==> src/rtl/iag_pkg.sv <==
package iag_pkg;

    localparam int unsigned HALF_W   = 16;
    localparam int unsigned OPC_HI   = 15;
    localparam int unsigned DESIG_W  = 4;
    localparam int unsigned DISP_W   = 12;

    typedef enum logic [1:0] {
        FMT_REGREG = 2'b00,
        FMT_REGIDX = 2'b01,
        FMT_REGSTO = 2'b10,
        FMT_STOSTO = 2'b11
    } fmt_e;

endpackage

==> src/rtl/iag_fmt_decode.sv <==
module iag_fmt_decode
    import iag_pkg::*;
(
    input  logic [1:0] prefix,
    output fmt_e       fmt,
    output logic [2:0] len_bytes,
    output logic [1:0] ea_count,
    output logic       uses_index
);

    always_comb begin
        fmt        = fmt_e'(prefix);
        len_bytes  = 3'd2;
        ea_count   = 2'd0;
        uses_index = 1'b0;
        unique case (fmt)
            FMT_REGREG: begin
                len_bytes = 3'd2;
                ea_count  = 2'd0;
            end
            FMT_REGIDX: begin
                len_bytes  = 3'd4;
                ea_count   = 2'd1;
                uses_index = 1'b1;
            end
            FMT_REGSTO: begin
                len_bytes = 3'd4;
                ea_count  = 2'd1;
            end
            FMT_STOSTO: begin
                len_bytes = 3'd6;
                ea_count  = 2'd2;
            end
            default: begin
                len_bytes = 3'd2;
                ea_count  = 2'd0;
            end
        endcase
    end

endmodule

==> src/rtl/iag_ea_unit.sv <==
module iag_ea_unit #(
    parameter int unsigned AW    = 24,
    parameter int unsigned RW    = 32,
    parameter int unsigned SELW  = 4,
    parameter int unsigned DW    = 12
) (
    input  logic [SELW-1:0] base_sel,
    input  logic [RW-1:0]   base_val,
    input  logic            idx_en,
    input  logic [SELW-1:0] idx_sel,
    input  logic [RW-1:0]   idx_val,
    input  logic [DW-1:0]   disp,
    output logic [AW-1:0]   ea
);

    logic [AW-1:0] base_term;
    logic [AW-1:0] idx_term;

    always_comb begin
        base_term = (base_sel == '0) ? '0 : base_val[AW-1:0];
        idx_term  = (idx_en && (idx_sel != '0)) ? idx_val[AW-1:0] : '0;
        ea        = base_term + idx_term + AW'(disp);
    end

endmodule

==> src/rtl/insn_addr_gen.sv <==
module insn_addr_gen
    import iag_pkg::*;
#(
    parameter int unsigned AW       = 24,
    parameter int unsigned RW       = 32,
    parameter int unsigned NREG     = 16,
    parameter logic [23:0] IC_RESET = 24'h000000
) (
    input  logic                     clk,
    input  logic                     rst_n,
    input  logic                     ic_load,
    input  logic [AW-1:0]            ic_load_addr,
    input  logic                     issue_valid,
    input  logic [15:0]              hw0,
    input  logic [15:0]              hw1,
    input  logic [15:0]              hw2,
    output logic [$clog2(NREG)-1:0]  rf_sel_b1,
    output logic [$clog2(NREG)-1:0]  rf_sel_x,
    output logic [$clog2(NREG)-1:0]  rf_sel_b2,
    input  logic [RW-1:0]            rf_data_b1,
    input  logic [RW-1:0]            rf_data_x,
    input  logic [RW-1:0]            rf_data_b2,
    output logic                     res_valid,
    output logic [1:0]               res_fmt,
    output logic [2:0]               res_len,
    output logic [1:0]               res_ea_count,
    output logic [AW-1:0]            res_ea1,
    output logic [AW-1:0]            res_ea2,
    output logic [AW-1:0]            res_next_addr,
    output logic                     res_fault,
    output logic [AW-1:0]            insn_counter
);

    localparam int unsigned SELW   = $clog2(NREG);
    localparam int unsigned NUM_EA = 2;

    typedef struct packed {
        logic [AW-1:0] ic;
        logic          valid;
        logic [1:0]    fmt;
        logic [2:0]    len;
        logic [1:0]    ea_cnt;
        logic [AW-1:0] ea1;
        logic [AW-1:0] ea2;
        logic [AW-1:0] next;
        logic          fault;
    } state_t;

    state_t st_d, st_q;

    // Field extraction
    fmt_e       dec_fmt;
    logic [2:0] dec_len;
    logic [1:0] dec_ea_cnt;
    logic       dec_uses_idx;

    iag_fmt_decode u_dec (
        .prefix     (hw0[OPC_HI -: 2]),
        .fmt        (dec_fmt),
        .len_bytes  (dec_len),
        .ea_count   (dec_ea_cnt),
        .uses_index (dec_uses_idx)
    );

    assign rf_sel_b1 = hw1[HALF_W-1 -: SELW];
    assign rf_sel_b2 = hw2[HALF_W-1 -: SELW];
    assign rf_sel_x  = hw0[SELW-1:0];

    logic [HALF_W-1:0] op_hw   [NUM_EA];
    logic [RW-1:0]     op_base [NUM_EA];
    logic [AW-1:0]     op_ea   [NUM_EA];

    assign op_hw[0]   = hw1;
    assign op_hw[1]   = hw2;
    assign op_base[0] = rf_data_b1;
    assign op_base[1] = rf_data_b2;

    generate
        for (genvar g = 0; g < NUM_EA; g++) begin : g_ea
            iag_ea_unit #(
                .AW   (AW),
                .RW   (RW),
                .SELW (SELW),
                .DW   (DISP_W)
            ) u_ea (
                .base_sel (op_hw[g][HALF_W-1 -: SELW]),
                .base_val (op_base[g]),
                .idx_en   ((g == 0) ? dec_uses_idx : 1'b0),
                .idx_sel  (rf_sel_x),
                .idx_val  (rf_data_x),
                .disp     (op_hw[g][DISP_W-1:0]),
                .ea       (op_ea[g])
            );
        end
    endgenerate

    // Next-state computation
    logic [AW-1:0] stepped;
    assign stepped = st_q.ic + AW'(dec_len);

    always_comb begin
        st_d       = st_q;
        st_d.valid = 1'b0;
        if (ic_load) begin
            st_d.ic = ic_load_addr;
        end else if (issue_valid) begin
            st_d.valid = 1'b1;
            st_d.fmt   = dec_fmt;
            st_d.len   = dec_len;
            if (st_q.ic[0]) begin
                st_d.fault  = 1'b1;
                st_d.ea_cnt = 2'd0;
                st_d.ea1    = '0;
                st_d.ea2    = '0;
                st_d.next   = st_q.ic;
            end else begin
                st_d.fault  = 1'b0;
                st_d.ea_cnt = dec_ea_cnt;
                st_d.ea1    = (dec_ea_cnt != 2'd0) ? op_ea[0] : '0;
                st_d.ea2    = (dec_ea_cnt == 2'd2) ? op_ea[1] : '0;
                st_d.next   = stepped;
                st_d.ic     = stepped;
            end
        end
    end

    always_ff @(posedge clk) begin
        if (!rst_n) begin
            st_q        <= '0;
            st_q.ic     <= IC_RESET[AW-1:0];
        end else begin
            st_q <= st_d;
        end
    end

    assign insn_counter  = st_q.ic;
    assign res_valid     = st_q.valid;
    assign res_fmt       = st_q.fmt;
    assign res_len       = st_q.len;
    assign res_ea_count  = st_q.ea_cnt;
    assign res_ea1       = st_q.ea1;
    assign res_ea2       = st_q.ea2;
    assign res_next_addr = st_q.next;
    assign res_fault     = st_q.fault;

    // Assertions
    assert_len_class_R2: assert property (@(posedge clk) disable iff (!rst_n)
        res_valid |-> ((res_len == 3'd2) == (res_fmt == 2'b00)) &&
                      ((res_len == 3'd6) == (res_fmt == 2'b11)));

    assert_regreg_no_ea_R5: assert property (@(posedge clk) disable iff (!rst_n)
        (res_valid && res_fmt == 2'b00) |-> (res_ea_count == 2'd0 && res_ea1 == '0 && res_ea2 == '0));

    assert_zero_desig_R4: assert property (@(posedge clk) disable iff (!rst_n)
        (issue_valid && !ic_load && !insn_counter[0] && hw0[15:14] == 2'b01 &&
         rf_sel_b1 == '0 && rf_sel_x == '0)
        |=> (res_ea1 == AW'($past(hw1[DISP_W-1:0]))));

    assert_step_R6: assert property (@(posedge clk) disable iff (!rst_n)
        (issue_valid && !ic_load && !insn_counter[0])
        |=> (insn_counter == $past(insn_counter) + AW'(res_len) && res_next_addr == insn_counter));

    assert_fault_hold_R7: assert property (@(posedge clk) disable iff (!rst_n)
        (issue_valid && !ic_load && insn_counter[0])
        |=> ($stable(insn_counter) && res_fault && res_ea_count == 2'd0));

    assert_load_R8: assert property (@(posedge clk) disable iff (!rst_n)
        ic_load |=> (insn_counter == $past(ic_load_addr) && !res_valid));

    assert_parity_R6: assert property (@(posedge clk) disable iff (!rst_n)
        !ic_load |=> (insn_counter[0] == $past(insn_counter[0])));

    assert_pulse_R9: assert property (@(posedge clk) disable iff (!rst_n)
        !(issue_valid && !ic_load) |=> !res_valid);

endmodule

==> config.mk <==
export PLATFORM = sky130hd
export DESIGN_NAME = insn_addr_gen
export DESIGN_NICKNAME = d
export VERILOG_FILES = /design/src/rtl/iag_pkg.sv /design/src/rtl/iag_fmt_decode.sv /design/src/rtl/iag_ea_unit.sv /design/src/rtl/insn_addr_gen.sv
export SDC_FILE = /design/constraint.sdc
export NUM_CORES = 1
export LEC_CHECK = 0
export CAP_MARGIN = 20
export CORE_MARGIN = 3
export CORE_UTILIZATION = 50
export CTS_BUF_LIST = sky130_fd_sc_hd__clkbuf_4
export DETAILED_ROUTE_END_ITERATION = 10
export DONT_BUFFER_PORTS = 1
export GPL_TIMING_DRIVEN = 1
export PLACE_DENSITY_LB_ADDON = 0.2
export SYNTH_ARGS = -nofsm -noshare
export SYNTH_HDL_FRONTEND = slang
export SYNTH_SLANG_ARGS = --single-unit
==> constraint.sdc <==
create_clock -name clk -period 4 [get_ports clk]
set_clock_uncertainty 0.05 [all_clocks]
set_input_delay 0.2 -clock clk [delete_from_list [all_inputs] [get_ports clk]]
set_output_delay 0.2 -clock clk [all_outputs]
set_load 0.02 [all_outputs]
==> results.ini <==
[floorplan]
ioPinCount = 289
rows = 42
dieHeight_um = 124
fp.dieW_um = 124
start_util_pct = 51.9
die-area_um2 = 15400
core_um2 = 13500

[routing]
firstDrtPassIters = 5
routed_wl_um = 19000
via_count = 6040
wire_per_inst_um = 18.1
postRouteAntennaNets = 0
viasPerCell = 5.74
drtIter0Drc = 373
route.detailed.drc = 0

[cells_and_area]
fill_cells = 1273
finalNetCount = 1109
utilization_pct = 57.4
area_growth_syn_to_layout_pct = 10.7
drive_above_1_share_pct = 5.25
layoutNonFillerInstCount = 1053

[power]
leakagePower_uw = 0.00313
p_total_uw = 2530
p_int_uw = 1690
power.switching_uw = 835
switching_share_pct = 33.0
seqPwrFrac_pct = 48.1
power_density_nw_per_um2 = 327
power_frac_comb_pct = 25.3
pwr-share-clk_pct = 26.6
ir_drop_uv = 150

[placement]
post-place-cells = 990
gp_congestion = 0.871
hpwl_um = 14300
io_buffers = 0

[global_routing]
track_usage_pct = 23.8
grt_pass1_wl_um = 29400
grt-ovfl-total = 0
antenna_found_initial = 0
grt_pass1_vias = 6004
grt_start_max_net_pins = 63

[timing]
drv_slew = 0
maxSlewHeadroom_pct = 46.6
rsz0062_at_grt = false
hold_viol = 0
period_share_pct = 93.9
timing.fmax_mhz = 266
fin_crit_ps = 3760
worst_slew_pin_slew_ps = 801
fin_setup_tns_ps = 0
setup_violations = 0

[logic_synthesis]
synth_edf_count = 0
syn-num-nets = 1092
synth_cell_types = 60
synth.top_cell.area_share_pct = 29.5
synthesis.area_um2 = 6980
synth_area_leaders = dfxtp_1 30%, ha_1 9.0%, nand2_1 5.5%, xor2_1 5.4%, a21oi_1 4.6%
synth.largest_area_cell = dfxtp_1
yosys_warnings = 0
seq_area_frac_synth_pct = 29.5
ys.flop_type = dfxtp_1
avgSynthCellArea_um2 = 8.16
ys_top_cells_by_count = 103 x dfxtp_1, 102 x nand2_1, 75 x nor2_1
syn-instance-count = 855
synthArstFlopShare_pct = 0
ys_ff_latch = 103
yosysMostFrequentCell = dfxtp_1

[clock_tree]
path_clk_slew_ps = 150
cts-root-buf = clkbuf_4
clk_path_buf_depth = 2
clock-sinks = 103
cts_tree = built
numCtsBuffers = 9
htreeDepth = 3
clock_latency_ps = 450

[min_path]
hold_start = hw1[0]
hold_class = input port to flop

[run_status]
status = finished clean

[critical_path]
worst-setup-path-type = input port to flop
crit_arrival_ps = 4040
cp.required_ps = 4280
start_kind = input port
cp_max_fo = 14
cp-end-kind = flop
r2r_slack_ps = 980
rr_startpoint = insn_counter[0]
startpoint = hw0[15]

[flow_run]
cap_violations = 0

-- placed cells by master (no fill, tap or decap), types with 17 or more instances in the layout --
| cell | count |
|---|---|
| nand3_1 | 21 |
| nor2_1 | 74 |
| a211oi_1 | 28 |
| a21oi_1 | 64 |
| dfxtp_1 | 103 |
| ha_1 | 50 |
| o21ai_0 | 53 |
| and2_1 | 42 |
| nand2_1 | 102 |
| xor2_1 | 43 |
| xnor2_1 | 36 |
| dlygate4sd3_1 | 46 |
| inv_1 | 17 |
| nor2b_1 | 27 |
-- cell type report --
type / instances / area (µm²) / share of cell area (%)
inverters: 19 / 71.3 / 0.923
clock buffers: 10 / 75.1 / 0.972
multi-input cells: 681 / 4640 / 60.0
well taps: 176 / 220 / 2.85
repair buffers: 58 / 551 / 7.13
clock inverters: 5 / 106 / 1.38
flip-flops and latches: 103 / 2060 / 26.7
diodes: 1 / 2.50 / 0.0324
-- repair_timing --
action	4_1_cts	5_1_grt
endpoints found under the setup margin	0	5
endpoints found under the hold margin	47	1
hold buffers	45	1
resized for setup	0	3
buffers inserted	0	1
-- flip-flops by register name (all words and copies together) (netlist names) --
| name | cells |
|---|---|
| res_ea_count | 2 |
| res_next_addr | 24 |
| res_fmt | 2 |
| insn_counter | 24 |
| res_ea2 | 24 |
| res_len | 2 |
| res_ea1 | 24 |
| res_valid | 1 |
-- through the flow --
step                      cell area (µm²)  worst slack [ps]  hold slack (ps)
after global placement               7050               169              288
after detailed placement             7050               107              294
after floorplan                      6980               446              286
final                                7720               242             48.6
after global routing                 7720              27.7             48.1
after CTS                            7680               148             1.78
-- power groups by stage --
stage / registers [µW] / logic, µW / clock network, µW
2_1_floorplan: 1210 / 492 / 0
3_3_place_gp: 1240 / 568 / 0
3_5_place_dp: 1240 / 582 / 0
4_1_cts: 1220 / 629 / 691
5_1_grt: 1220 / 724 / 730
6_report: 1210 / 639 / 673
-- cells by family after synthesis --
kind of cell    synth area share (%)
compound gates                  18.5
xor+xnor                        9.92
fa+ha+maj                       13.3
buf+inv                         4.59
flops                           29.5
mux                            0.861
other cells                   0.0537
simple gates                    23.3
-- critical path: stages --
cell and delay, ps:
dlygate4sd3_1 550, inv_1 70, ha_1 170, o41a_1 210, buf_4 230, and2_1 180, fa_1 390, ha_1 240
fa_1 420, a21o_1 210, a221o_1 350, o211ai_4 260, o21ai_0 130, a21oi_1 190, xor2_1 150, o21ai_0 80
-- metal layers --
layer | GRT usage (%) | share of wire, % | up-vias
met2 | 42.7 | 50 | 232
met3 | 5.68 | 7.6 | 28
met4 | 8.01 | 2.2 | 0
li1 | - | - | 3001
met1 | 27.8 | 40 | 2779
met5 | 0 | 0 | -
-- path summary, 6_finish.rpt --
path,depth (start not counted),end
setup reg to reg,7,res_ea2[19]
hold / removal,3,res_ea1[0]
setup / recovery,16,res_ea1[17]
hold reg to reg,2,res_ea1[17]
No activity file was read; power rests on OpenSTA's default activity.
